**src/rtl/burst_colgen_pkg.sv**
```systemverilog
package burst_colgen_pkg;

  // Length code values
  localparam logic [2:0] LEN_1    = 3'd0;
  localparam logic [2:0] LEN_2    = 3'd1;
  localparam logic [2:0] LEN_4    = 3'd2;
  localparam logic [2:0] LEN_8    = 3'd3;
  localparam logic [2:0] LEN_PAGE = 3'd7;

  // A request is serviceable for fixed lengths in either order,
  // and for page length only in counting order.
  function automatic logic code_ok(input logic [2:0] code, input logic ilv);
    return (code <= LEN_8) || ((code == LEN_PAGE) && !ilv);
  endfunction

endpackage

```
**src/rtl/burst_colgen_decode.sv**
```systemverilog
module burst_colgen_decode
  import burst_colgen_pkg::*;
#(
  parameter int COL_W = 8
) (
  input  logic [2:0]       code_i,
  input  logic             ilv_i,
  output logic             legal_o,
  output logic             full_o,
  output logic [COL_W-1:0] mask_o
);

  always_comb begin
    legal_o = code_ok(code_i, ilv_i);
    full_o  = (code_i == LEN_PAGE);
    unique case (code_i)
      LEN_1:   mask_o = COL_W'(0);
      LEN_2:   mask_o = COL_W'(1);
      LEN_4:   mask_o = COL_W'(3);
      LEN_8:   mask_o = COL_W'(7);
      default: mask_o = '1;
    endcase
  end

endmodule

```
**src/rtl/burst_colgen_seq.sv**
```systemverilog
module burst_colgen_seq #(
  parameter int COL_W = 8
) (
  input  logic             clk,
  input  logic             rst_n,
  input  logic             load_i,
  input  logic             reject_i,
  input  logic             stop_i,
  input  logic [COL_W-1:0] start_col_i,
  input  logic [COL_W-1:0] mask_i,
  input  logic             ilv_i,
  input  logic             full_i,
  output logic             act_o,
  output logic [COL_W-1:0] base_o,
  output logic [COL_W-1:0] beat_o,
  output logic [COL_W-1:0] mask_o,
  output logic             ilv_o,
  output logic             full_o,
  output logic             last_o,
  output logic             illegal_o
);

  logic             act_q, ilv_q, full_q, ill_q;
  logic [COL_W-1:0] base_q, beat_q, mask_q;
  logic             last_w;

  // Final beat of a fixed burst: beat index equals length minus one
  assign last_w = act_q && !full_q && (beat_q == mask_q);

  always_ff @(posedge clk or negedge rst_n) begin
    if (!rst_n) begin
      act_q  <= 1'b0;
      ilv_q  <= 1'b0;
      full_q <= 1'b0;
      ill_q  <= 1'b0;
      base_q <= '0;
      beat_q <= '0;
      mask_q <= '0;
    end else begin
      ill_q <= reject_i;
      if (load_i) begin
        act_q  <= 1'b1;
        base_q <= start_col_i;
        beat_q <= '0;
        mask_q <= mask_i;
        ilv_q  <= ilv_i;
        full_q <= full_i;
      end else if (stop_i || last_w) begin
        act_q <= 1'b0;
      end else if (act_q) begin
        beat_q <= beat_q + COL_W'(1);
      end
    end
  end

  assign act_o     = act_q;
  assign base_o    = base_q;
  assign beat_o    = beat_q;
  assign mask_o    = mask_q;
  assign ilv_o     = ilv_q;
  assign full_o    = full_q;
  assign last_o    = last_w;
  assign illegal_o = ill_q;

  AST_LOAD_BEAT0: assert property (@(posedge clk) disable iff (!rst_n)
    load_i |=> (act_q && beat_q == '0));
  AST_LAST_ENDS: assert property (@(posedge clk) disable iff (!rst_n)
    (last_w && !load_i) |=> !act_q);
  AST_BEAT_IN_BLOCK: assert property (@(posedge clk) disable iff (!rst_n)
    (act_q && !full_q) |-> ((beat_q & ~mask_q) == '0));
  AST_STOP_ENDS: assert property (@(posedge clk) disable iff (!rst_n)
    (stop_i && !load_i) |=> !act_q);

endmodule

```
**src/rtl/burst_colgen_addr.sv**
```systemverilog
module burst_colgen_addr #(
  parameter int COL_W = 8
) (
  input  logic             act_i,
  input  logic [COL_W-1:0] base_i,
  input  logic [COL_W-1:0] beat_i,
  input  logic [COL_W-1:0] mask_i,
  input  logic             ilv_i,
  input  logic             full_i,
  output logic [COL_W-1:0] col_o
);

  // Column of beat k: page bursts count over all bits; fixed bursts
  // change only the masked low bits, by adding or by XOR.
  function automatic logic [COL_W-1:0] beat_col(
    input logic [COL_W-1:0] base, input logic [COL_W-1:0] k,
    input logic [COL_W-1:0] m, input logic ilv, input logic full);
    logic [COL_W-1:0] low;
    if (full) return base + k;
    low = ilv ? (base ^ k) : (base + k);
    return (base & ~m) | (low & m);
  endfunction

  assign col_o = act_i ? beat_col(base_i, beat_i, mask_i, ilv_i, full_i) : '0;

endmodule

```
**src/rtl/burst_colgen.sv**
```systemverilog
module burst_colgen #(
  parameter int COL_W = 8
) (
  input  logic             clk,
  input  logic             rst_n,
  input  logic             start_i,
  input  logic [COL_W-1:0] start_col_i,
  input  logic [2:0]       len_code_i,
  input  logic             ilv_i,
  input  logic             stop_i,
  output logic [COL_W-1:0] col_o,
  output logic             col_vld_o,
  output logic             last_o,
  output logic             illegal_o
);

  logic             legal_w, req_full_w, load_w, reject_w;
  logic [COL_W-1:0] req_mask_w;
  logic             act_w, ilv_q_w, full_q_w;
  logic [COL_W-1:0] base_w, beat_w, mask_q_w;

  burst_colgen_decode #(.COL_W(COL_W)) u_decode (
    .code_i (len_code_i),
    .ilv_i  (ilv_i),
    .legal_o(legal_w),
    .full_o (req_full_w),
    .mask_o (req_mask_w)
  );

  assign load_w   = start_i && legal_w;
  assign reject_w = start_i && !legal_w;

  burst_colgen_seq #(.COL_W(COL_W)) u_seq (
    .clk        (clk),
    .rst_n      (rst_n),
    .load_i     (load_w),
    .reject_i   (reject_w),
    .stop_i     (stop_i),
    .start_col_i(start_col_i),
    .mask_i     (req_mask_w),
    .ilv_i      (ilv_i),
    .full_i     (req_full_w),
    .act_o      (act_w),
    .base_o     (base_w),
    .beat_o     (beat_w),
    .mask_o     (mask_q_w),
    .ilv_o      (ilv_q_w),
    .full_o     (full_q_w),
    .last_o     (last_o),
    .illegal_o  (illegal_o)
  );

  burst_colgen_addr #(.COL_W(COL_W)) u_addr (
    .act_i (act_w),
    .base_i(base_w),
    .beat_i(beat_w),
    .mask_i(mask_q_w),
    .ilv_i (ilv_q_w),
    .full_i(full_q_w),
    .col_o (col_o)
  );

  assign col_vld_o = act_w;

  AST_REPLACE_FIRST: assert property (@(posedge clk) disable iff (!rst_n)
    load_w |=> (col_vld_o && col_o == $past(start_col_i)));
  AST_UPPER_HELD: assert property (@(posedge clk) disable iff (!rst_n)
    (col_vld_o && !full_q_w && $past(col_vld_o) && !$past(load_w))
      |-> ((col_o & ~mask_q_w) == ($past(col_o) & ~mask_q_w)));
  AST_PAGE_STEP: assert property (@(posedge clk) disable iff (!rst_n)
    (col_vld_o && full_q_w && $past(col_vld_o) && !$past(load_w))
      |-> (col_o == $past(col_o) + COL_W'(1)));
  AST_REFUSE_FLAG: assert property (@(posedge clk) disable iff (!rst_n)
    reject_w |=> illegal_o);
  AST_IDLE_ZERO: assert property (@(posedge clk) disable iff (!rst_n)
    !col_vld_o |-> (col_o == '0));

endmodule

```
**config.mk**
```make
export PLATFORM = sky130hd
export DESIGN_NAME = burst_colgen
export DESIGN_NICKNAME = d
export VERILOG_FILES = /design/src/rtl/burst_colgen_pkg.sv /design/src/rtl/burst_colgen_decode.sv /design/src/rtl/burst_colgen_seq.sv /design/src/rtl/burst_colgen_addr.sv /design/src/rtl/burst_colgen.sv
export SDC_FILE = /design/constraint.sdc
export NUM_CORES = 1
export LEC_CHECK = 0
export ABC_AREA = 1
export BUFFER_PORTS_ARGS = -buffer_cell sky130_fd_sc_hd__buf_2
export CAP_MARGIN = 10
export CORE_MARGIN = 2
export CORE_UTILIZATION = 32
export CTS_BUF_LIST = sky130_fd_sc_hd__clkbuf_8
export CTS_CLUSTER_DIAMETER = 100
export DETAILED_ROUTE_END_ITERATION = 16
export PLACE_DENSITY_LB_ADDON = 0.12
export REMOVE_ABC_BUFFERS = 1
export SYNTH_ARGS = -nofsm -noshare
export SYNTH_HDL_FRONTEND = slang
export SYNTH_SLANG_ARGS = --single-unit
```
**constraint.sdc**
```tcl
create_clock -name clk -period 3.6 [get_ports clk]
set_input_delay 0.54 -clock clk [delete_from_list [all_inputs] [get_ports clk]]
set_output_delay 0.54 -clock clk [all_outputs]
set_load 0.01 [all_outputs]
```
==> impl_metrics.py <==
metrics = {
    "run_status": {
        "status": "finished clean",
    },
    "sta": {
        "finalCritPeriodShare_pct": 76.2,
        "rsz0062_at_grt": "false",
        "worst_pin_slew_ps": 587,
        "skew_ps": 5.12,
        "slew_headroom_pct": 60.9,
        "fmax_mhz": 365,
        "setup_violations": 0,
        "fin_crit_ps": 2740,
        "timing.final.ws_setup_ps": 858,
        "timing.setup.tns_ps": 0,
        "hold_viol": 0,
        "drv_slew": 0,
    },
    "critical_path": {
        "worstSetupPathType": "register to primary output",
        "cp_slowest_cell": "dfrtp_1",
        "worstRegToRegCells": 7,
        "max_stage_delay_ps": 440,
        "arrival_ps": 2200,
        "critPathCaptureType": "primary output",
        "cp_common_cell": "nand2_1",
        "path_cells": "ha_1 -> fa_1 -> nand2_1 -> nand2_1 -> nand3_1 -> nand2_1 -> nand2_1 -> nand3_1 -> nand2_1 -> nand2_1 -> a21oi_1 -> buf_2",
        "reg2reg_slack_ps": 1970,
        "cp.required_ps": 3060,
        "startpoint_type": "register",
        "crit_fanout": 6,
    },
    "power": {
        "cellInternalPower_uw": 458,
        "leakagePower_nw": 1.11,
        "powerDensity_nw_per_um2": 359,
        "netSwitchingPower_uw": 263,
        "p_sw_share_pct": 36.5,
        "vdd_drop_max_mv": 0.124,
        "p_clk_share_pct": 22.2,
        "power_frac_comb_pct": 30.9,
        "sequentialPowerShare_pct": 46.8,
    },
    "cells_and_area": {
        "final_core_util_pct": 36.9,
        "finalNetCount": 305,
        "nFillCells": 593,
        "diodes": 0,
        "drive_above_1_share_pct": 14.0,
        "area_growth_pct": 13.2,
    },
    "clock_tree": {
        "clock_latency_ps": 270,
        "cts_root_buf": "clkbuf_8",
        "clock_path_buffers": 2,
        "cts_tree": "yes",
        "cts_hold_buf": 0,
        "ctsHtreeMaxLevel": 1,
        "cts-resized-gates": 0,
        "numCtsBuffers": 3,
        "clock-sinks": 24,
        "clk_transition_reported_paths_ps": 90,
        "cts_setup_buffers": 0,
    },
    "place": {
        "hpwl_um": 3400,
        "gp_congestion": 0.826,
        "place_ws_ps": 1150,
        "numPortBuffers": 26,
    },
    "grt": {
        "grt_usage_pct": 16.3,
        "grt_max_degree": 29,
        "grt_pass1_vias": 1697,
        "globalRouteOverflowTotal": 0,
        "grt_pass1_wl_um": 8050,
        "grt_antenna_before_repair": 0,
    },
    "synthesis": {
        "synth_cell_types": 31,
        "netlist_area_um2": 1770,
        "syn_inst": 255,
        "synth.top_cell.area_share_pct": 33.9,
        "synth_commonest_cells": "nand2_1 (78), inv_1 (30), dfrtp_1 (24), nand3_1 (24), nor2_1 (19)",
        "ys.flop_type": "dfrtp_1",
        "yosys_warnings": 0,
        "yosys.area.top_type": "dfrtp_1",
        "ys_async_sr_fraction_pct": 100,
        "synth.avg_cell_area_um2": 6.95,
        "synthTopCellsByArea": "dfrtp_1 (34%), nand2_1 (17%), nand3_1 (6.8%)",
        "synthMostInstantiatedCell": "nand2_1",
        "yosysSeqAreaShare_pct": 33.9,
        "synth_edf_count": 0,
        "ys_ff_latch": 24,
    },
    "min_path": {
        "hp-class": "input pin to async pin",
    },
    "detailed_routing": {
        "firstDrtPassIters": 4,
        "viasPerCell": 4.79,
        "drt_iter0_drc": 117,
        "wl_per_cell_um": 13.0,
        "drc_errors": 0,
        "drt-total-wl_um": 4540,
        "num_vias": 1675,
        "ant_nets": 0,
    },
    "die": {
        "core_area_um2": 5440,
        "dieArea_um2": 6150,
        "initial_core_util_pct": 32.6,
        "ioPinCount": 27,
        "die-width_um": 78.4,
        "dieHeight_um": 78.4,
        "rows": 27,
    },
    "job": {
        "drv_cap": 0,
    },
}
-- logic make-up after synthesis --
| kind of cell | synth area share (%) |
|---|---|
| xor gates and xnor gates | 3.95 |
| AOI/OAI and AO/OA | 9.95 |
| buffers and inverters | 8.75 |
| DFF | 33.9 |
| and+or+nand+nor | 36.7 |
| adders and majority gates | 6.78 |
-- path summary, 6_finish.rpt --
path                                  from              end
hold / removal                       rst_n  u_seq.mask_o[0]
setup / recovery           u_seq.beat_o[0]         col_o[6]
min in group clk            start_col_i[4]  u_seq.base_o[4]
max in group asynchronous            rst_n  u_seq.base_o[6]
hold reg to reg            u_seq.base_o[5]  u_seq.base_o[5]
setup reg to reg              u_seq.full_o  u_seq.beat_o[7]
-- area by class of cell --
type                       instances  area, um^2  area share [%]
clock buffer                       3        41.3            2.06
inverter                          32         120            5.99
multi-input combinational        192        1020            50.7
sequential                        24         601            29.9
tap                               72        90.1            4.49
timing repair buffer              27         138            6.86
-- state kept, by name, summed over array words and instances, names as in the netlist --
register         count
u_seq.base_o         8
u_seq.beat_o         8
u_seq.mask_o         4
u_seq.act_o          1
u_seq.full_o         1
u_seq.illegal_o      1
u_seq.ilv_o          1
-- metal layers --
metal | share of wire, % | vias up | GRT usage [%]
met4 | 1.1 | 0 | 4.21
met1 | 50 | 767 | 22.5
met5 | 0 | - | 0
met2 | 47 | 21 | 27.2
met3 | 2.5 | 4 | 1.95
li1 | - | 883 | -
-- metrics by stage --
| step | std cells | total power, mW | area, um^2 | hold slack, ps |
|---|---|---|---|---|
| floorplan | 248 | 0.488 | 1740 | 244 |
| global placement | 347 | 0.569 | 1970 | 502 |
| detailed placement | 347 | 0.569 | 1970 | 506 |
| CTS | 350 | 0.733 | 2010 | 287 |
| global route | 350 | 0.783 | 2010 | 307 |
| finish | 350 | 0.721 | 2010 | 264 |
-- placed cells by master, fill, tap and decap left out --
cell type / synthesis / routed
a21oi_1: 14 / 14
a221oi_1: 1 / 1
a22oi_1: 2 / 2
a31oi_1: 2 / 2
buf_2: 4 / 26
buf_4: 1 / 1
clkbuf_8: 0 / 3
clkinv_1: 1 / 1
dfrtp_1: 24 / 24
fa_1: 1 / 1
ha_1: 8 / 8
inv_1: 30 / 30
inv_2: 1 / 1
nand2_1: 78 / 78
nand2_4: 1 / 1
nand3_1: 24 / 24
nand3_2: 1 / 1
nand3b_1: 2 / 2
nand4_1: 11 / 11
nand4_4: 1 / 1
nor2_1: 19 / 19
nor2_2: 2 / 2
nor3_1: 3 / 3
o21ai_0: 7 / 7
o21ai_1: 1 / 1
o21ai_2: 1 / 1
o22ai_1: 2 / 2
o311ai_0: 1 / 1
or2_2: 2 / 2
xnor2_1: 3 / 3
xor2_1: 5 / 5
-- critical path: cells and delay by family (launching register included) --
family / cells / cell delay (ps)
AOI/OAI and AO/OA: 1 / 100
and+or+nand+nor: 8 / 600
buffers and inverters: 1 / 140
adders and majority gates: 2 / 660
DFF: 1 / 440
-- power by group through the flow --
| stage | registers (mW) | logic (mW) | clock network (mW) |
|---|---|---|---|
| finish | 0.338 | 0.223 | 0.160 |
| global route | 0.345 | 0.258 | 0.180 |
| CTS | 0.338 | 0.227 | 0.169 |
| detailed placement | 0.344 | 0.225 | 0 |
| global placement | 0.343 | 0.226 | 0 |
| floorplan | 0.329 | 0.158 | 0 |
Power figures use the tool's default switching activity.
